## src/rtl/ubt_pkg.sv

```systemverilog
package ubt_pkg;
  typedef enum logic [1:0] {
    UBT_HOLD    = 2'd0,
    UBT_PASS    = 2'd1,
    UBT_CAPTURE = 2'd2
  } ubt_mode_e;

  // Transparent wins over an edge seen in the same cycle
  function automatic ubt_mode_e ubt_decode(input logic le, input logic rise);
    if (le)        return UBT_PASS;
    else if (rise) return UBT_CAPTURE;
    else           return UBT_HOLD;
  endfunction
endpackage

```

## src/rtl/ubt_edge_det.sv

```systemverilog
module ubt_edge_det (
  input  logic clk_i,
  input  logic rst_ni,
  input  logic ck_i,
  output logic rise_o
);
  logic ck_q;

  // Reset to high: a level already high at release is not an edge
  always_ff @(posedge clk_i or negedge rst_ni) begin
    if (!rst_ni) ck_q <= 1'b1;
    else         ck_q <= ck_i;
  end

  assign rise_o = ck_i & ~ck_q;
endmodule

```

## src/rtl/ubt_store.sv

```systemverilog
module ubt_store
  import ubt_pkg::*;
#(
  parameter int WIDTH = 18
) (
  input  logic             clk_i,
  input  logic             rst_ni,
  input  ubt_mode_e        mode_i,
  input  logic [WIDTH-1:0] d_i,
  output logic [WIDTH-1:0] q_o
);
  logic load;
  assign load = (mode_i == UBT_PASS) || (mode_i == UBT_CAPTURE);

  always_ff @(posedge clk_i or negedge rst_ni) begin
    if (!rst_ni)   q_o <= '0;
    else if (load) q_o <= d_i;
  end
endmodule

```

## src/rtl/ubt_out_drv.sv

```systemverilog
module ubt_out_drv #(
  parameter int WIDTH = 18
) (
  input  logic             pass_i,
  input  logic             oe_ni,
  input  logic [WIDTH-1:0] a_i,
  input  logic [WIDTH-1:0] q_i,
  output logic [WIDTH-1:0] b_o,
  output logic [WIDTH-1:0] b_oe_o
);
  for (genvar g = 0; g < WIDTH; g++) begin : g_lane
    logic sel;
    assign sel       = pass_i ? a_i[g] : q_i[g];
    assign b_oe_o[g] = ~oe_ni;
    assign b_o[g]    = sel & ~oe_ni;
  end
endmodule

```

## src/rtl/ubt_reg_path.sv

```systemverilog
module ubt_reg_path
  import ubt_pkg::*;
#(
  parameter int WIDTH = 18
) (
  input  logic             clk_i,
  input  logic             rst_ni,
  input  logic [WIDTH-1:0] a_i,
  input  logic             le_i,
  input  logic             ck_i,
  input  logic             oe_ni,
  output logic [WIDTH-1:0] b_o,
  output logic [WIDTH-1:0] b_oe_o
);
  logic             ck_rise;
  ubt_mode_e        mode;
  logic [WIDTH-1:0] store_q;

  ubt_edge_det u_edge (
    .clk_i  (clk_i),
    .rst_ni (rst_ni),
    .ck_i   (ck_i),
    .rise_o (ck_rise)
  );

  assign mode = ubt_decode(le_i, ck_rise);

  ubt_store #(.WIDTH(WIDTH)) u_store (
    .clk_i  (clk_i),
    .rst_ni (rst_ni),
    .mode_i (mode),
    .d_i    (a_i),
    .q_o    (store_q)
  );

  ubt_out_drv #(.WIDTH(WIDTH)) u_drv (
    .pass_i (mode == UBT_PASS),
    .oe_ni  (oe_ni),
    .a_i    (a_i),
    .q_i    (store_q),
    .b_o    (b_o),
    .b_oe_o (b_oe_o)
  );
endmodule

```

## config.mk

```make
export PLATFORM = sky130hd
export DESIGN_NAME = ubt_reg_path
export DESIGN_NICKNAME = d
export VERILOG_FILES = /design/src/rtl/ubt_pkg.sv /design/src/rtl/ubt_edge_det.sv /design/src/rtl/ubt_store.sv /design/src/rtl/ubt_out_drv.sv /design/src/rtl/ubt_reg_path.sv
export SDC_FILE = /design/constraint.sdc
export NUM_CORES = 1
export LEC_CHECK = 0
export CORE_MARGIN = 4
export CORE_UTILIZATION = 40
export CTS_CLUSTER_DIAMETER = 100
export DETAILED_ROUTE_END_ITERATION = 10
export DONT_BUFFER_PORTS = 1
export SLEW_MARGIN = 20
export SYNTH_ARGS = -nofsm -noshare
export SYNTH_HDL_FRONTEND = slang
export SYNTH_SLANG_ARGS = --single-unit
```

## constraint.sdc

```tcl
create_clock -name clk_i -period 1.75 [get_ports clk_i]
set_input_delay 0.0875 -clock clk_i [delete_from_list [all_inputs] [get_ports clk_i]]
set_output_delay 0.0875 -clock clk_i [all_outputs]
set_load 0.02 [all_outputs]
```

**Word level (Yosys, flattened, before mapping)**

Index checks and enable logic that the tools add are counted.

- Register bits after elaboration: 19
- Latch bits: 0
- RAM bits: 0
- Memory bits (read-only): 0
- Input bits: 23
- Output and inout bits: 36
- Word-level logic and storage cells: 46
- Memories kept: 0

- Add/sub/neg operators: 0
- $mul: 0
- Divide/modulo/power cells: 0
- Order comparisons: 0
- Equal/unequal tests: 2
- Shift-type cells: 0
- Mux-type cells: 20
- Bitwise operators: 21
- Reduce and logical (&&, ||, !) cells: 1

Operators by type and width:

| kind | count |
|---|---|
| 1-bit bitwise AND | 19 |
| 1-bit 2-to-1 mux | 18 |
| 2-bit 2-to-1 mux | 2 |
| 2-bit by 1-bit equality test with 1-bit output (second input constant) | 1 |
| 2-bit equality test (second input constant) | 1 |
| 1-bit NOT | 2 |
| 1-bit logical OR | 1 |

**Longest topological paths before layout**

Gate-level depths: netlist of run 1.

- Word-level depth: 7
- Mapped depth: 4
- Gate-level depth less buffers: 3

**Modules after synthesis**

Synthesis of run 1 repeated with hierarchy kept, for this count alone.

- Cell total of the unflattened synthesis: 100
- Area, all modules: 1208.7 um^2

By module, submodules not included:

| module | instances | cells each | area an instance (um^2) | sequential area each (um^2) |
|---|---|---|---|---|
| ubt_store | 1 | 38 | 738.2 | 450.4 |
| ubt_out_drv | 1 | 58 | 420.4 | 0.0 |
| ubt_edge_det | 1 | 2 | 40.0 | 26.3 |
| ubt_reg_path | 1 | 2 | 10.0 | 0.0 |

**Worst setup path after synthesis of run 1**

OpenSTA, ideal clock, no wires.

- Kind: register to register
- Start point: reg u_edge.ck_q
- End point: reg u_store.q_o[0]
- Setup time: 0.125 ns
- Arrival: 1.296 ns
- Data required time: 1.625 ns
- Slack: 0.329 ns
- Cell stages (with the launch flop): 5
- Path buffers: 1
- Clock period less this slack: 1.421 ns
- Path through: dfstp_2 inv_1 a21oi_4 buf_12 mux2_4

- Word-level cells in the longest chain between the ends: 6
- Elaborated cells on any way between the ends: 7
- Classes of those cells: eq/ne (2); mux (2); bitwise (2); reduce/logical (1)

Ends and longest elaborated chain:

| item | RTL line | source |
|---|---|---|
| from (decl) | ubt_edge_det.sv:7 | `logic ck_q;` |
| from (signal assigned) | ubt_edge_det.sv:12 | `else ck_q <= ck_i;` |
| 1-bit NOT (*) | ubt_edge_det.sv:15 | `assign rise_o = ck_i & ~ck_q;` |
| 1-bit bitwise AND (*) | ubt_edge_det.sv:15 |  |
| 2-bit 2-to-1 mux (*) | ubt_pkg.sv:11 | `else if (rise) return UBT_CAPTURE;` |
| 2-bit 2-to-1 mux (*) | ubt_pkg.sv:10 | `if (le) return UBT_PASS;` |
| 2-bit by 1-bit equality test with 1-bit output / 2-bit equality test (equally long branches) | ubt_store.sv:13 | `assign load = (mode_i == UBT_PASS) \|\| (mode_i == UBT_CAPTURE);` |
| 1-bit logical OR (*) | ubt_store.sv:13 |  |
| to (signal assigned) | ubt_store.sv:17 | `else if (load) q_o <= d_i;` |
| to (decl) | ubt_store.sv:10 | `output logic [WIDTH-1:0] q_o` |

Mark *: on every way between the ends. The rest lies on a longest branch, timed or not.
A chain may end at the register's enable or synchronous reset.

**Final worst setup path of run 1**

- Start point: reg u_edge.ck_q
- End point: reg u_store.q_o[10]

Same word-level chain as after synthesis.

==> flow_summary.json, run 1 <==
{
  "clk_latency_ns": 0.29,
  "start_kind": "register",
  "synth_ff_type": "dfrtp_1",
  "synthAdderAreaFrac_pct": 0,
  "place_inst": 111,
  "post_cts_buffers": 0,
  "seqPwrFrac_pct": 51.4,
  "io_pins": 59,
  "clockPowerShare_pct": 21.9,
  "hold_violations": 0,
  "drc": 0,
  "die_width_um": 61.9,
  "yosysTopAreaCell": "dfrtp_1",
  "gp_congestion": 0.600,
  "syn_avg_cell_area_sq_um": 11.9,
  "synth_compound_area_share_pct": 1.40,
  "synth_edf_count": 0,
  "final.setup.tns_ns": 0,
  "dieHeight_um": 61.9,
  "yosysTopAreaCellShare_pct": 38.8,
  "worstSetupPathType": "reg2reg",
  "fmax_mhz": 717,
  "setup_viol": 0,
  "num-nets-final": 128,
  "wire_per_inst_um": 16.0,
  "crit_path_top_delay_cell": "dfstp_2",
  "crit_chain": "inv_1 > a21oi_4 > buf_4 > mux2_2",
  "synth_area_leaders": "dfrtp_1, mux2i_1, mux2_4, buf_4, mux2_2",
  "yosysUniqueCellTypes": 13,
  "drv_slew": 0,
  "synth-simple-area-share_pct": 5.81,
  "yosysWarnings": 0,
  "critical_path.endpoint_type": "register",
  "post-route-period-util_pct": 79.7,
  "dp_hpwl_um": 1470,
  "hold_buffers": 20,
  "via_per_inst": 4.99,
  "numCtsBuffers": 3,
  "grt_pass1_wl_um": 3350,
  "worstMarginPinSlew_ns": 0.852,
  "p_comb_share_pct": 26.7,
  "internal_power_mw": 0.696,
  "antenna_found_initial": 0,
  "layout.cells.non_filler": 135,
  "p_sw_mw": 0.286,
  "ant_nets": 0,
  "portBuffers": 0,
  "cts-resized-gates": 0,
  "stdcell_area_sq_um": 1300,
  "synth_commonest_cells": "buf_4, dfrtp_1, mux2i_1, nor2_1, mux2_4",
  "drive_gt1_share_pct": 26.9,
  "postPlaceCellArea_sq_um": 1070,
  "power_density_nw_per_um2": 756,
  "cts_root_buf": "clkbuf_4",
  "syn_inst": 98,
  "p_leak_nw": 0.606,
  "initial_core_util_pct": 42.2,
  "fillers": 261,
  "switching_share_pct": 29.1,
  "cp.arrival_ns": 1.58,
  "clkTransAtPathRegs_ns": 0.10,
  "grt_pass1_vias": 721,
  "synthXorXnorAreaFrac_pct": 0,
  "synth_top_family_by_area": "multiplexers",
  "rows": 19,
  "first_iter_violations": 5,
  "drt_first_pass_iters": 2,
  "num_vias": 673,
  "rsz0062_at_grt": "no",
  "cts_tree": "yes",
  "grt_max_degree": 20,
  "wl_um": 2160,
  "crit_required_ns": 1.93,
  "diodes": 0,
  "min_path_type": "in2reg",
  "finalCriticalPeriod_ns": 1.39,
  "core_area_sq_um": 2760,
  "yosysSeqAreaShare_pct": 41.0,
  "syn2layout_area_growth_pct": 11.6,
  "clockBufferDepth": 2,
  "skew_ns": 0.00262,
  "synth_mux_area_share_pct": 36.2,
  "cts_sinks": 19,
  "overflow": 0,
  "maxCapViolCount": 0,
  "ir_drop_mv": 0.477,
  "ys_async_sr_fraction_pct": 100,
  "status": "finished clean",
  "grt_usage_pct": 12.2,
  "synthesis.nets": 121,
  "syn-cell-area_sq_um": 1160,
  "crit_fanout": 9,
  "cp_slowest_stage_delay_ns": 0.53,
  "die_area_sq_um": 3830,
  "relSlewSlack_pct": 43.0,
  "synth_seq_cells": 19,
  "htree_levels": 1
}
## worst max-delay path: cells and delay by family, from the launching register on
kind                   cells  cell delay (ns)
flip-flops                 1             0.53
multiplexers               1             0.35
buffers and inverters      2             0.27
AO/OA/AOI/OAI              1             0.14
## cells in the final DEF, fill, tap and decap left out
cell,Yosys,layout
inv_1,2,1
dfstp_2,1,1
clkbuf_4,0,3
dfrtp_1,18,18
buf_12,1,1
clkbuf_1,1,1
mux2i_1,18,18
clkinv_2,0,1
nor2_1,18,18
mux2_2,8,8
a21oi_4,1,1
dlygate4sd3_1,0,20
mux2_4,10,10
buf_4,18,3
## state kept, by name (all words and copies together), names as in the netlist
| name | cells |
|---|---|
| u_store.q_o | 18 |
| u_edge.ck_q | 1 |
## metrics by stage
step	hold slack (ns)	power, mW	worst slack (ns)	util, %
6_report	0.221	0.981	0.356	47.1
3_5_place_dp	-0.208	0.733	0.356	38.8
5_1_grt	0.209	1.04	0.294	47.1
3_3_place_gp	-0.208	0.728	0.387	38.8
2_1_floorplan	-0.208	0.751	0.329	-
4_1_cts	0.208	0.998	0.342	47.1
## worst paths after layout
path / cells after the start / from / end / slack [ns]
min in group asynchronous: 1 / rst_ni / u_store.q_o[7] / 0.34
min reg2reg: 1 / u_store.q_o[10] / u_store.q_o[10] / 0.51
max reg2reg: 4 / u_edge.ck_q / u_store.q_o[10] / 0.36
min: 3 / le_i / u_store.q_o[2] / 0.22
max: 4 / u_edge.ck_q / u_store.q_o[10] / 0.36
max in group asynchronous: 1 / rst_ni / u_store.q_o[3] / 0.89
## routing by layer
layer | global-route usage [%] | vias to the layer above | wire (um)
met2 | 21.2 | 16 | 1130
met1 | 14.3 | 332 | 879
li1 | - | 323 | -
met5 | 0 | - | 0
met4 | 2.73 | 0 | 16
met3 | 4.55 | 2 | 132
## power by group through the flow
stage	clock, mW	sequential (mW)	combinational [mW]
final	0.215	0.504	0.262
after global routing	0.248	0.510	0.284
after CTS	0.227	0.504	0.266
after detailed placement	0	0.512	0.220
after global placement	0	0.512	0.216
after floorplan	0	0.506	0.245
## final cells by class
class	count	area, sq um	share of cell area (%)
Clock buffer	4	26.3	2.03
Inverter	2	8.76	0.675
Multi-Input combinational cell	55	504	38.9
Sequential cell	19	477	36.7
Tap cell	31	38.8	2.99
Timing Repair Buffer	24	243	18.7
## kinds of logic (layout without fill, tap and decap cells)
kind of cell	after synthesis	count (layout)
mux	36	36
buf+inv	24	30
flops	19	19
simple gates	18	18
compound gates	1	1
No activity file was read; power rests on OpenSTA's default activity.
==> inputs of run 2 (changes only) <==
clock period = 1.3 ns   (was 1.75 ns; I/O delays follow)
==> run 2 against run 1 <==
- cell count up 0.74%
- clock-buffer cell count unchanged
- non-clock buffer count up 1
- the run now ends with setup timing left
- critical endpoint is now u_store.q_o[16]
- critical path type unchanged
- clock power up 37%
==> flow_summary.json, run 2 (same netlist as run 1, synthesis figures left out) <==
{
  "cp-startpoint": "u_edge.ck_q",
  "stdcell_area_sq_um": 1350,
  "drt_first_pass_iters": 2,
  "crit_path_top_delay_cell": "dfstp_2",
  "syn2layout_area_growth_pct": 15.8,
  "dieHeight_um": 61.9,
  "place_inst": 112,
  "crit_required_ns": 1.48,
  "via_per_inst": 5.01,
  "finalCriticalPeriod_ns": 1.37,
  "grt_max_degree": 20,
  "antenna_found_initial": 0,
  "io_pins": 59,
  "setup_viol": 18,
  "grt_usage_pct": 12.4,
  "worstMarginPinSlew_ns": 0.854,
  "drive_gt1_share_pct": 28.6,
  "fillers": 246,
  "worstSetupPathType": "reg2reg",
  "num-nets-final": 129,
  "crit_chain": "inv_2 > a21oi_4 > buf_6 > mux2_4",
  "cp_slowest_stage_delay_ns": 0.54,
  "hold_violations": 0,
  "status": "finished, violations left",
  "post-route-period-util_pct": 105,
  "layout_commonest_cell": "dlygate4sd3_1",
  "dp_hpwl_um": 1490,
  "power_density_nw_per_um2": 1010,
  "clockBufferDepth": 2,
  "initial_core_util_pct": 42.2,
  "layout_common_cells": "dlygate4sd3_1, mux2i_1, nor2_1, mux2_4, dfrtp_1",
  "cts_root_buf": "clkbuf_4",
  "r2r_start": "u_edge.ck_q",
  "first_iter_violations": 8,
  "relSlewSlack_pct": 42.9,
  "critical_path.endpoint_type": "register",
  "cp.arrival_ns": 1.55,
  "core_area_sq_um": 2760,
  "holdCritStartpoint": "le_i",
  "wire_per_inst_um": 16.7,
  "numCtsBuffers": 3,
  "num_vias": 681,
  "worst_path_dominant_cell_family": "flip-flops",
  "diodes": 0,
  "min_path_type": "in2reg",
  "grt_pass1_vias": 797,
  "fmax_mhz": 730,
  "setup_slack_ns": -0.0703,
  "reg.largest.list": "u_store.q_o x18, u_edge.ck_q x1",
  "die_area_sq_um": 3830,
  "ant_nets": 0,
  "maxCapViolCount": 0,
  "overflow": 0,
  "p_leak_nw": 0.646,
  "cts_tree": "yes",
  "rows": 19,
  "gp_congestion": 0.625,
  "grt_pass1_wl_um": 3480,
  "top_register": "u_store.q_o",
  "portBuffers": 0,
  "clk_latency_ns": 0.29,
  "postPlaceCellArea_sq_um": 1080,
  "hold_ws_ns": 0.147,
  "skew_ns": 0.00127,
  "cts_sinks": 19,
  "htree_levels": 1,
  "die_width_um": 61.9,
  "rsz0062_at_grt": "yes",
  "drc": 0,
  "crit_fanout": 6,
  "worst-path-buf-inv": 2,
  "drv_slew": 0,
  "failed_checks": "setup timing",
  "preCtsSetupSlack_ns": -0.0488,
  "start_kind": "register",
  "clkTransAtPathRegs_ns": 0.10,
  "wl_um": 2270,
  "layout.cells.non_filler": 136,
  "largest_reg_flops": 18,
  "ir_drop_mv": 0.647
}
[run 2: cell types whose count changed in the layout (fill, tap and decap cells not counted), sizes merged]
cell	change
buf	+1
[run 2: where the power goes]
| group | switching, mW | total, mW | internal, mW |
|---|---|---|---|
| Clock | 0.175 | 0.294 | 0.119 |
| Combinational | 0.192 | 0.381 | 0.189 |
| Sequential | 0.0312 | 0.681 | 0.650 |
[run 2: worst paths after layout]
kind | endpoint | slack (ns) | cells after the start
worst max-delay path | u_store.q_o[16] | -0.07 | 4
worst min-delay path | u_store.q_o[10] | 0.15 | 3
worst max register to register | u_store.q_o[16] | -0.07 | 4
worst min register to register | u_store.q_o[5] | 0.52 | 1
max in group asynchronous | u_store.q_o[2] | 0.46 | 1
min in group asynchronous | u_store.q_o[11] | 0.32 | 1
[run 2: repair_timing]
| item | 4_1_cts | 5_1_grt |
|---|---|---|
| resized for setup | 0 | 11 |
| endpoints found under the setup margin | 16 | 18 |
| setup buffers | 0 | 0 |
| hold endpoints to repair | 38 | 0 |
| pin swaps | 0 | 1 |
| hold buffers | 20 | 0 |
[run 2: layout make-up]
type | count | area (sq um) | area share (%)
flip-flops and latches | 19 | 477 | 35.4
inverters | 2 | 8.76 | 0.651
repair buffers | 25 | 262 | 19.4
multi-input cells | 55 | 534 | 39.7
well taps | 31 | 38.8 | 2.88
clock buffers | 4 | 26.3 | 1.95
[run 2: stage by stage]
stage	power [mW]	TNS, ns	utilization, %
global route	1.43	-1.85	48.8
global placement	0.983	-0.0451	39.1
CTS	1.35	-0.715	47.3
detailed placement	0.990	-0.386	39.1
floorplan	1.01	-0.913	-
finish	1.36	-0.951	48.8
[run 2: worst register-to-register path, delay by kind of cell (launching register included)]
family	cells	cell delay, ns
mux	1	0.31
flops	1	0.54
buf+inv	2	0.22
compound gates	1	0.21
[run 2: per-layer routing]
metal,GRT usage (%),part of all wire (%)
met1,14.3,40
met5,0,0
met4,5.45,0.75
met2,22.3,53
met3,2.27,5.8
